[config.mk]
export PLATFORM = sky130hd
export DESIGN_NAME = tdm_din_filter
export DESIGN_NICKNAME = d
export VERILOG_FILES = /design/src/rtl/tdm_din_filter.sv
export SDC_FILE = /design/constraint.sdc
export NUM_CORES = 1
export LEC_CHECK = 0
export ABC_AREA = 1
export BUFFER_PORTS_ARGS = -buffer_cell sky130_fd_sc_hd__buf_2
export CAP_MARGIN = 20
export CORE_MARGIN = 2
export CORE_UTILIZATION = 50
export CTS_CLUSTER_SIZE = 24
export DETAILED_ROUTE_END_ITERATION = 8
export GPL_ROUTABILITY_DRIVEN = 0
export MAX_ROUTING_LAYER = met4
export PLACE_DENSITY_LB_ADDON = 0.12
export SYNTH_ARGS = -nofsm -noshare
export SYNTH_HDL_FRONTEND = slang
export SYNTH_SLANG_ARGS = --single-unit
[constraint.sdc]
create_clock -name clk -period 3.44 [get_ports clk]
set_clock_uncertainty 0.1 [all_clocks]
set_input_delay 0.688 -clock clk [delete_from_list [all_inputs] [get_ports clk]]
set_output_delay 0.688 -clock clk [all_outputs]
set_load 0.05 [all_outputs]
[src/rtl/tdm_din_filter.sv]
module tdm_din_filter #(
  parameter int PER_W = 8,
  parameter int LIM_W = 4
) (
  input  logic                clk,
  input  logic                rst_n,
  input  logic                run,
  input  logic [PER_W-1:0]    period_set,
  input  logic [16*LIM_W-1:0] limit_set,
  input  logic [7:0]          din,
  output logic                sel_lo,
  output logic                sel_hi,
  output logic [15:0]         dout
);

  localparam logic [1:0] S_IDLE = 2'd0, S_LO = 2'd1, S_HI = 2'd2, S_FILT = 2'd3;

  logic [PER_W-1:0] tick_cnt;
  logic [1:0]       state;
  logic [15:0]      raw;
  logic             pulse;

  assign pulse = run && (tick_cnt == period_set);

  always_ff @(posedge clk or negedge rst_n) begin
    if (!rst_n) tick_cnt <= '0;
    else if (!run || pulse) tick_cnt <= '0;
    else tick_cnt <= tick_cnt + 1'b1;
  end

  always_ff @(posedge clk or negedge rst_n) begin
    if (!rst_n) begin
      state  <= S_IDLE;
      sel_lo <= 1'b0;
      sel_hi <= 1'b0;
      raw    <= '0;
    end else if (!run) begin
      state  <= S_IDLE;
      sel_lo <= 1'b0;
      sel_hi <= 1'b0;
    end else begin
      case (state)
        S_IDLE: if (pulse) begin state <= S_LO; sel_lo <= 1'b1; end
        S_LO: begin
          raw[7:0] <= din;
          state    <= S_HI;
          sel_lo   <= 1'b0;
          sel_hi   <= 1'b1;
        end
        S_HI: begin
          raw[15:8] <= din;
          state     <= S_FILT;
          sel_hi    <= 1'b0;
        end
        default: state <= S_IDLE;
      endcase
    end
  end

  wire step = run && (state == S_FILT);

  for (genvar i = 0; i < 16; i++) begin : g_bit
    logic [LIM_W-1:0] cnt;
    wire  [LIM_W-1:0] lim = limit_set[i*LIM_W +: LIM_W];
    always_ff @(posedge clk or negedge rst_n) begin
      if (!rst_n) begin
        cnt     <= '0;
        dout[i] <= 1'b0;
      end else if (!run) begin
        cnt     <= '0;
        dout[i] <= 1'b0;
      end else if (step) begin
        if (raw[i] == dout[i]) cnt <= '0;
        else if (cnt >= lim) begin
          cnt     <= '0;
          dout[i] <= raw[i];
        end else cnt <= cnt + 1'b1;
      end
    end
  end

endmodule

==> results.yml, run 1 <==
clock_network:
  cts-root-buf: "clkbuf_16"
  clockBufferDepth: 2
  cts_setup_buffers: 0
  cts_hold_buf: 0
  cts.htree.levels: 3
  numClockSinks: 108
  tritoncts: "done"
  numCtsBuffers: 9
  clk_latency_ns: 0.35
  clk_pin_slew_worst_paths_ns: 0.07
  cts_resized: 0
route:
  wl_per_cell_um: 12.1
  viasPerCell: 4.89
  dr_total_vias: 5535
  drt-pass1-iter-count: 4
  drt_iter0_drc: 303
  routed_wl_um: 13700
  ant_nets: 0
  drc_errors: 0
finish:
  final_cell_area_um2: 7880
  n_antenna_cell: 0
  area_growth_pct: 14.4
  final_core_util_pct: 59.0
  fill_cells: 1238
  drive_above_1_share_pct: 14.2
  fin_nets: 1118
synth:
  seq_area_frac_synth_pct: 39.2
  postSynthCellCount: 852
  ys_warn_count: 0
  syn_nets: 1020
  synth.distinct_cells: 32
  syn-cell-area_um2: 6890
  syn_area_per_cell_um2: 8.08
  synth_seq_cells: 108
timing:
  tightest_slew_ns: 0.776
  rsz0062_at_grt: "no"
  fin_ws_ns: 1.51
  tns_ns: 0
  hold_violations: 0
  layout_min_cycle_time_ns: 1.93
  setup_violations: 0
  fmax_mhz: 519
  max_slew_margin_pct: 48.3
  slew_violations: 0
  post-route-period-util_pct: 56.0
pwr:
  p_sw_share_pct: 34.3
  pwr-share-comb_pct: 26.6
  finalPower_uw: 3660
  pwr-share-clk_pct: 28.8
  p_sw_uw: 1250
  seq_power_share_pct: 44.6
  p_leak_uw: 0.00441
  p_per_area_nw_per_um2: 464
  ir_worst_vdd_v: 0.000295
  internal_power_uw: 2400
worst_setup_path:
  required_ns: 3.54
  cp.arrival_ns: 2.03
  critPathLaunch: "run"
  start_kind: "input port"
  worstPathMaxFanout: 37
  end_kind: "flip-flop"
  regToRegStartpoint: "state[0]"
  path_class: "in2reg"
global_route:
  gr-total-overflow: 0
  grt_pass1_wl_um: 23900
  grt_max_degree: 61
  antenna_found_initial: 0
  grt_usage_pct: 20.6
  grt_pass1_vias: 5213
flow_run:
  maxCapViolations: 0
floorplan:
  core_region_area_um2: 13300
  rows: 42
  die_w_um: 121
  start_util_pct: 51.6
  die-area_um2: 14700
  io_pins: 101
  die_h_um: 121
status:
  status: "completed"
hold_path:
  hold_class: "in2async"
placed_design:
  dp_slack_ns: 1.15
  io_buffers: 100
  dpl_cell_area_um2: 7580
  dp_hpwl_um: 10200
through the flow:
step,hold slack [ns],instances
2_1_floorplan,0.292,852
3_3_place_gp,0.396,1115
3_5_place_dp,0.407,1115
4_1_cts,0.346,1131
5_1_grt,0.379,1131
6_report,0.313,1131
state kept, by name (all words and copies together), names as in the netlist:
| name | cells |
|---|---|
| sel_hi | 1 |
| sel_lo | 1 |
| g_bit.cnt | 64 |
| tick_cnt | 8 |
| raw | 16 |
| dout | 16 |
| state | 2 |
cells by family after synthesis:
family,Yosys count,synth area share [%]
compound gates,156,12.7
xor+xnor,43,5.47
fa+ha+maj,85,15.4
buf+inv,158,8.94
flops,108,39.2
simple gates,302,18.2
critical path, stage by stage:
cell and delay (ns):
buf_2 0.11, inv_2 0.29, nor2_4 0.05, inv_2 0.48
nand2_1 0.15, xor2_1 0.18, a21oi_1 0.06
per-layer routing:
metal	share of wire, %	up-vias	global-route usage, %
li1	-	2935	-
met1	51	2518	28.0
met2	45	75	32.8
met3	3.1	7	3.24
met4	0.67	0	4.67
met5	0	-	-
final timing paths:
| check | end | slack (ns) | depth (start not counted) |
|---|---|---|---|
| max | g_bit[2].cnt[2] | 1.51 | 7 |
| min in group clk | tick_cnt[0] | 0.41 | 1 |
| min | g_bit[0].cnt[2] | 0.31 | 1 |
| max in group asynchronous | g_bit[12].cnt[3] | 2.20 | 2 |
| max reg2reg | dout[1] | 1.52 | 7 |
| min reg2reg | tick_cnt[0] | 0.41 | 1 |
cell usage after synthesis (all sizes together):
| master | n | area (um2) |
|---|---|---|
| o211ai | 3 | 22.5 |
| o22ai | 1 | 6.26 |
| nor3b | 3 | 37.5 |
| nor3 | 2 | 10.0 |
| nor2 | 48 | 188 |
| o21ai | 75 | 375 |
| a21oi | 43 | 215 |
| nand4 | 6 | 37.5 |
| ha | 85 | 1060 |
| buf | 11 | 63.8 |
| nand2 | 205 | 780 |
| o21bai | 10 | 75.1 |
| clkbuf | 7 | 26.3 |
| xor2 | 26 | 228 |
| xnor2 | 17 | 149 |
| a21boi | 10 | 75.1 |
| o31ai | 4 | 30.0 |
| nand3 | 33 | 170 |
| inv | 140 | 526 |
| nand3b | 1 | 7.51 |
| a211oi | 10 | 75.1 |
| dfrtp | 108 | 2700 |
| or2 | 4 | 25.0 |
power by group through the flow:
stage / Combinational [uW] / Sequential [uW] / Clock (uW)
3_3_place_gp: 962 / 1650 / 0
6_report: 972 / 1630 / 1050
2_1_floorplan: 649 / 1690 / 0
5_1_grt: 1130 / 1660 / 1120
3_5_place_dp: 982 / 1650 / 0
4_1_cts: 988 / 1630 / 1080
cell type report:
| cell class | count | area, um2 | area share (%) |
|---|---|---|---|
| clock inverters | 4 | 47.5 | 0.603 |
| multi-input cells | 586 | 3570 | 45.4 |
| repair buffers | 105 | 553 | 7.02 |
| flip-flops and latches | 108 | 2700 | 34.3 |
| clock buffers | 12 | 256 | 3.26 |
| well taps | 176 | 220 | 2.79 |
| inverters | 140 | 526 | 6.67 |
cells in the final DEF (no fill, tap or decap):
master      count
o31ai_1         4
o21ai_1        38
o21bai_1       10
ha_1           85
clkbuf_1        1
nor2_4          1
a211oi_1       10
nor2_2          2
nand2_2         1
nor3b_2         3
o211ai_1        3
o22ai_1         1
nand2_4         1
inv_1         134
nor2_1         45
nor3_1          2
nand4_1         6
nand3_2         1
or2_2           1
o21ai_0        37
or2_0           3
inv_2           6
nand3_1        32
nand2_1       203
clkbuf_16       9
nand3b_1        1
buf_2          99
clkinvlp_4      1
a21boi_0       10
buf_4           5
dfrtp_1       108
a21oi_1        43
xnor2_1        17
bufinv_16       1
clkinv_2        2
clkbuf_8        2
xor2_1         26
buf_12          1
Power figures use the tool's default switching activity.
==> inputs of run 2 (changes only) <==
==> constraint.sdc (replaced) <==
create_clock -name clk -period 2 [get_ports clk]
set_clock_uncertainty 0.1 [all_clocks]
set_input_delay 0.4 -clock clk [delete_from_list [all_inputs] [get_ports clk]]
set_output_delay 0.4 -clock clk [all_outputs]
set_load 0.05 [all_outputs]
==> results.yml, run 2 (synthesis gave the netlist of run 1 again) <==
hold_path:
  hold_class: "in2reg"
worst_setup_path:
  start_kind: "flip-flop"
  path_class: "reg2reg"
  cp.arrival_ns: 1.92
  required_ns: 2.18
  worstPathMaxFanout: 46
  end_kind: "flip-flop"
timing:
  hold_violations: 0
  tns_ns: 0
  setup_violations: 0
  post-route-period-util_pct: 87.1
  fmax_mhz: 574
  layout_min_cycle_time_ns: 1.74
  rsz0062_at_grt: "no"
  max_slew_margin_pct: 63.9
  tightest_slew_ns: 0.542
  slew_violations: 0
placed_design:
  dp_hpwl_um: 10400
  io_buffers: 100
  dp.cells: 1118
clock_network:
  clockBufferDepth: 2
  numClockSinks: 108
  cts.htree.levels: 3
  cts-root-buf: "clkbuf_16"
  tritoncts: "done"
  clk_pin_slew_worst_paths_ns: 0.07
  cts_setup_buffers: 0
  clk_latency_ns: 0.35
  numCtsBuffers: 9
global_route:
  antenna_found_initial: 0
  gr-total-overflow: 0
  grt_max_degree: 47
  grt_usage_pct: 20.7
  grt_pass1_wl_um: 24000
  grt_pass1_vias: 5242
route:
  drt_iter0_drc: 243
  wl_per_cell_um: 12.3
  ant_nets: 0
  dr_total_vias: 5574
  drt-pass1-iter-count: 5
  routed_wl_um: 14000
  drc_errors: 0
  viasPerCell: 4.91
finish:
  stdcell_count: 1135
  layout_common_cells: "203 x nand2_1, 134 x inv_1, 108 x dfrtp_1"
  drive_above_1_share_pct: 14.5
  top_register: "g_bit.cnt"
  fin_nets: 1122
  largest_register_ffs: 64
  n_antenna_cell: 0
  area_growth_pct: 15.5
  top_regs: "g_bit.cnt (64), dout (16), raw (16)"
  final_common_cell: "nand2_1"
  final_core_util_pct: 59.6
floorplan:
  io_pins: 101
  die_w_um: 121
  die-area_um2: 14700
  start_util_pct: 51.6
  rows: 42
  die_h_um: 121
  core_region_area_um2: 13300
pwr:
  ir_worst_vdd_v: 0.000504
  p_leak_uw: 0.00444
  p_per_area_nw_per_um2: 796
status:
  status: "completed"
flow_run:
  maxCapViolations: 0
-- run 2: changes by cell type in the layout (fill, tap and decap cells not counted), sizes merged --
cell and change:
buf +3, dlygate4sd3 +1
-- run 2: where the power goes --
part / internal [uW] / switching [uW]
combinational: 639 / 1080
clock: 1040 / 776
sequential: 2480 / 315
-- run 2: path summary, 6_finish.rpt --
check                            start               end  slack (ns)  cells past startpoint
max reg2reg                   state[0]           dout[1]        0.26                      7
min in group asynchronous        rst_n   g_bit[0].cnt[0]        0.48                      2
max in group asynchronous        rst_n  g_bit[12].cnt[1]        0.77                      3
max                           state[0]           dout[1]        0.26                      7
min                             din[7]           raw[15]        0.24                      3
min reg2reg                tick_cnt[0]       tick_cnt[0]        0.40                      1
-- run 2: cell type report --
type | instances | area, um2
Timing Repair Buffer | 109 | 623
Multi-Input combinational cell | 586 | 3570
Sequential cell | 108 | 2700
Clock inverter | 4 | 47.5
Fill cell | 1231 | 5400
Tap cell | 176 | 220
Inverter | 140 | 528
Clock buffer | 12 | 256
-- run 2: stage by stage --
step	total power (uW)	area, um2	worst slack, ns	hold WS, ns
floorplan	4020	6890	0.480	0.00441
global placement	4530	7640	0.229	0.330
detailed placement	4570	7640	0.158	0.325
CTS	6400	7950	0.109	0.235
global route	6800	7950	0.00259	0.246
finish	6330	7950	0.258	0.244
-- run 2: repair_timing --
item                                    in CTS  in global routing
hold buffers                                 1                  0
endpoints found under the setup margin       0                  6
gates resized for setup                      0                  2
endpoints found under the hold margin       35                  0
-- run 2: worst max-delay path, cell delays in order (launching register included) --
cell and delay [ns]:
dfrtp_1 0.42, ha_1 0.29, nor2_4 0.19, buf_12 0.26, nor2_1 0.11, o21ai_1 0.17, nand2_1 0.07, o21ai_1 0.07
-- run 2: per-layer routing --
layer / vias up / track usage, % / share of wire, %
li1: 2937 / - / -
met1: 2536 / 28.4 / 50
met2: 93 / 33.1 / 45
met3: 8 / 3.29 / 3.6
met4: 0 / 4.09 / 0.73
met5: - / - / 0
==> inputs of run 3 (changes only) <==
--- a/config.mk
+++ b/config.mk
@@ -8,8 +8,7 @@
 export ABC_AREA = 1
 export BUFFER_PORTS_ARGS = -buffer_cell sky130_fd_sc_hd__buf_2
 export CAP_MARGIN = 20
-export CORE_MARGIN = 2
-export CORE_UTILIZATION = 50
+export CORE_UTILIZATION = 58
 export CTS_CLUSTER_SIZE = 24
 export DETAILED_ROUTE_END_ITERATION = 8
 export GPL_ROUTABILITY_DRIVEN = 0
==> results.yml, run 3 (synthesis gave the netlist of run 1 again) <==
timing:
  max_slew_margin_pct: 68.8
  layout_min_cycle_time_ns: 1.82
  slew_violations: 0
  post-route-period-util_pct: 90.9
  fmax_mhz: 550
  tightest_slew_ns: 0.466
  fin_ws_ns: 0.181
  setup_violations: 0
  rsz0062_at_grt: "no"
  hold_violations: 0
  tns_ns: 0
flow_run:
  maxCapViolations: 0
floorplan:
  die_h_um: 111
  die-area_um2: 12300
  start_util_pct: 59.8
  die_w_um: 111
  core_region_area_um2: 11500
  io_pins: 101
  rows: 39
route:
  ant_nets: 0
  viasPerCell: 5.19
  drt-pass1-iter-count: 7
  dr_total_vias: 5734
  drt_iter0_drc: 251
  routed_wl_um: 14100
  wl_per_cell_um: 12.8
  drc_errors: 19
pwr:
  p_per_area_nw_per_um2: 796
  ir_worst_vdd_v: 0.000421
  p_leak_uw: 0.00443
global_route:
  gr-total-overflow: 0
  grt_pass1_vias: 5560
  grt_pass1_wl_um: 24700
  grt_max_degree: 38
  antenna_found_initial: 0
  grt_usage_pct: 25.3
finish:
  stdcell_count: 1104
  fin_nets: 1124
  top_regs: "g_bit.cnt (64), dout (16), raw (16)"
  n_antenna_cell: 0
  final_cell_area_um2: 7890
  drive_above_1_share_pct: 14.7
  final_common_cell: "nand2_1"
  area_growth_pct: 14.6
  fill_cells: 909
  top_register: "g_bit.cnt"
  largest_register_ffs: 64
  layout_common_cells: "203 x nand2_1, 134 x inv_1, 108 x dfrtp_1"
clock_network:
  clockBufferDepth: 2
  numCtsBuffers: 9
  numClockSinks: 108
  cts-root-buf: "clkbuf_16"
  tritoncts: "done"
  cts.htree.levels: 3
  clk_latency_ns: 0.34
  cts_setup_buffers: 0
  clk_pin_slew_worst_paths_ns: 0.07
worst_setup_path:
  required_ns: 2.17
  cp.arrival_ns: 1.99
  crit_chain: "ha_1, nor2_4, buf_4, buf_6, nand2_1, o21ai_1"
  worstPathMaxFanout: 24
  max_stage_delay_ns: 0.42
  end_kind: "flip-flop"
  cp_slowest_cell: "dfrtp_1"
  path_class: "reg2reg"
  start_kind: "flip-flop"
placed_design:
  dp.cells: 1087
  io_buffers: 100
  dp_hpwl_um: 11000
  dp_slack_ns: 0.156
  dpl_cell_area_um2: 7580
hold_path:
  hold_class: "in2reg"
status:
  status: "finished, violations left"
  violations: "design-rule violations"
## run 3: cell types whose count changed in the layout (fill, tap and decap cells not counted), sizes merged
| cell | previous run | this run |
|---|---|---|
| inv | 140 | 141 |
| clkbuf | 12 | 10 |
| buf | 108 | 110 |
| clkinvlp | 1 | 2 |
## run 3: critical path: cells and delay by family (launching register included)
kind | cells | cell delay, ns
adders and majority gates | 1 | 0.29
AOI/OAI and AO/OA | 1 | 0.10
buffers and inverters | 2 | 0.55
and+or+nand+nor | 2 | 0.26
DFF | 1 | 0.42
## run 3: path summary, 6_finish.rpt
path	startpoint	endpoint	slack (ns)	cells after the start
max in group asynchronous	rst_n	g_bit[1].cnt[0]	0.85	3
max reg2reg	state[0]	g_bit[15].cnt[0]	0.18	6
min	din[6]	raw[6]	0.24	3
min reg2reg	tick_cnt[0]	tick_cnt[0]	0.41	1
min in group asynchronous	rst_n	g_bit[0].cnt[1]	0.34	2
max	state[0]	g_bit[15].cnt[0]	0.18	6
## run 3: final cells by class
cell class                      instances  area (um2)  area share (%)
Clock buffer                           10         229            2.90
Clock inverter                          6        63.8           0.808
Inverter                              140         528            6.69
Multi-Input combinational cell        586        3570            45.3
Sequential cell                       108        2700            34.2
Tap cell                              143         179            2.27
Timing Repair Buffer                  111         617            7.81
## run 3: stage by stage
| step | hold slack, ns | util (%) | power [uW] |
|---|---|---|---|
| after detailed placement | 0.164 | 65.9 | 4560 |
| after global routing | 0.248 | 68.5 | 6720 |
| after floorplan | 0.00441 | - | 4020 |
| after CTS | 0.227 | 68.5 | 6330 |
| after global placement | 0.166 | 65.9 | 4470 |
| final | 0.236 | 68.5 | 6290 |
## run 3: what timing repair did
action | 4_1_cts | 5_1_grt
hold buffers | 1 | 0
hold endpoints to repair | 9 | 0
gates resized for setup | 0 | 3
endpoints found under the setup margin | 0 | 6
## run 3: power by group
part           internal, uW  leakage [uW]  switching, uW
Clock                   972      0.000139            787
Sequential             2480       0.00147            322
Combinational           638       0.00282           1080
## run 3: metal layers
| metal | wire length, um | vias up | global-route usage, % | share of wire, % |
|---|---|---|---|---|
| li1 | - | 2949 | - | - |
| met1 | 6810 | 2650 | 33.0 | 48 |
| met2 | 6660 | 124 | 41.8 | 47 |
| met3 | 498 | 11 | 3.72 | 3.5 |
| met4 | 108 | 0 | 5.57 | 0.77 |
| met5 | 0 | - | - | 0 |
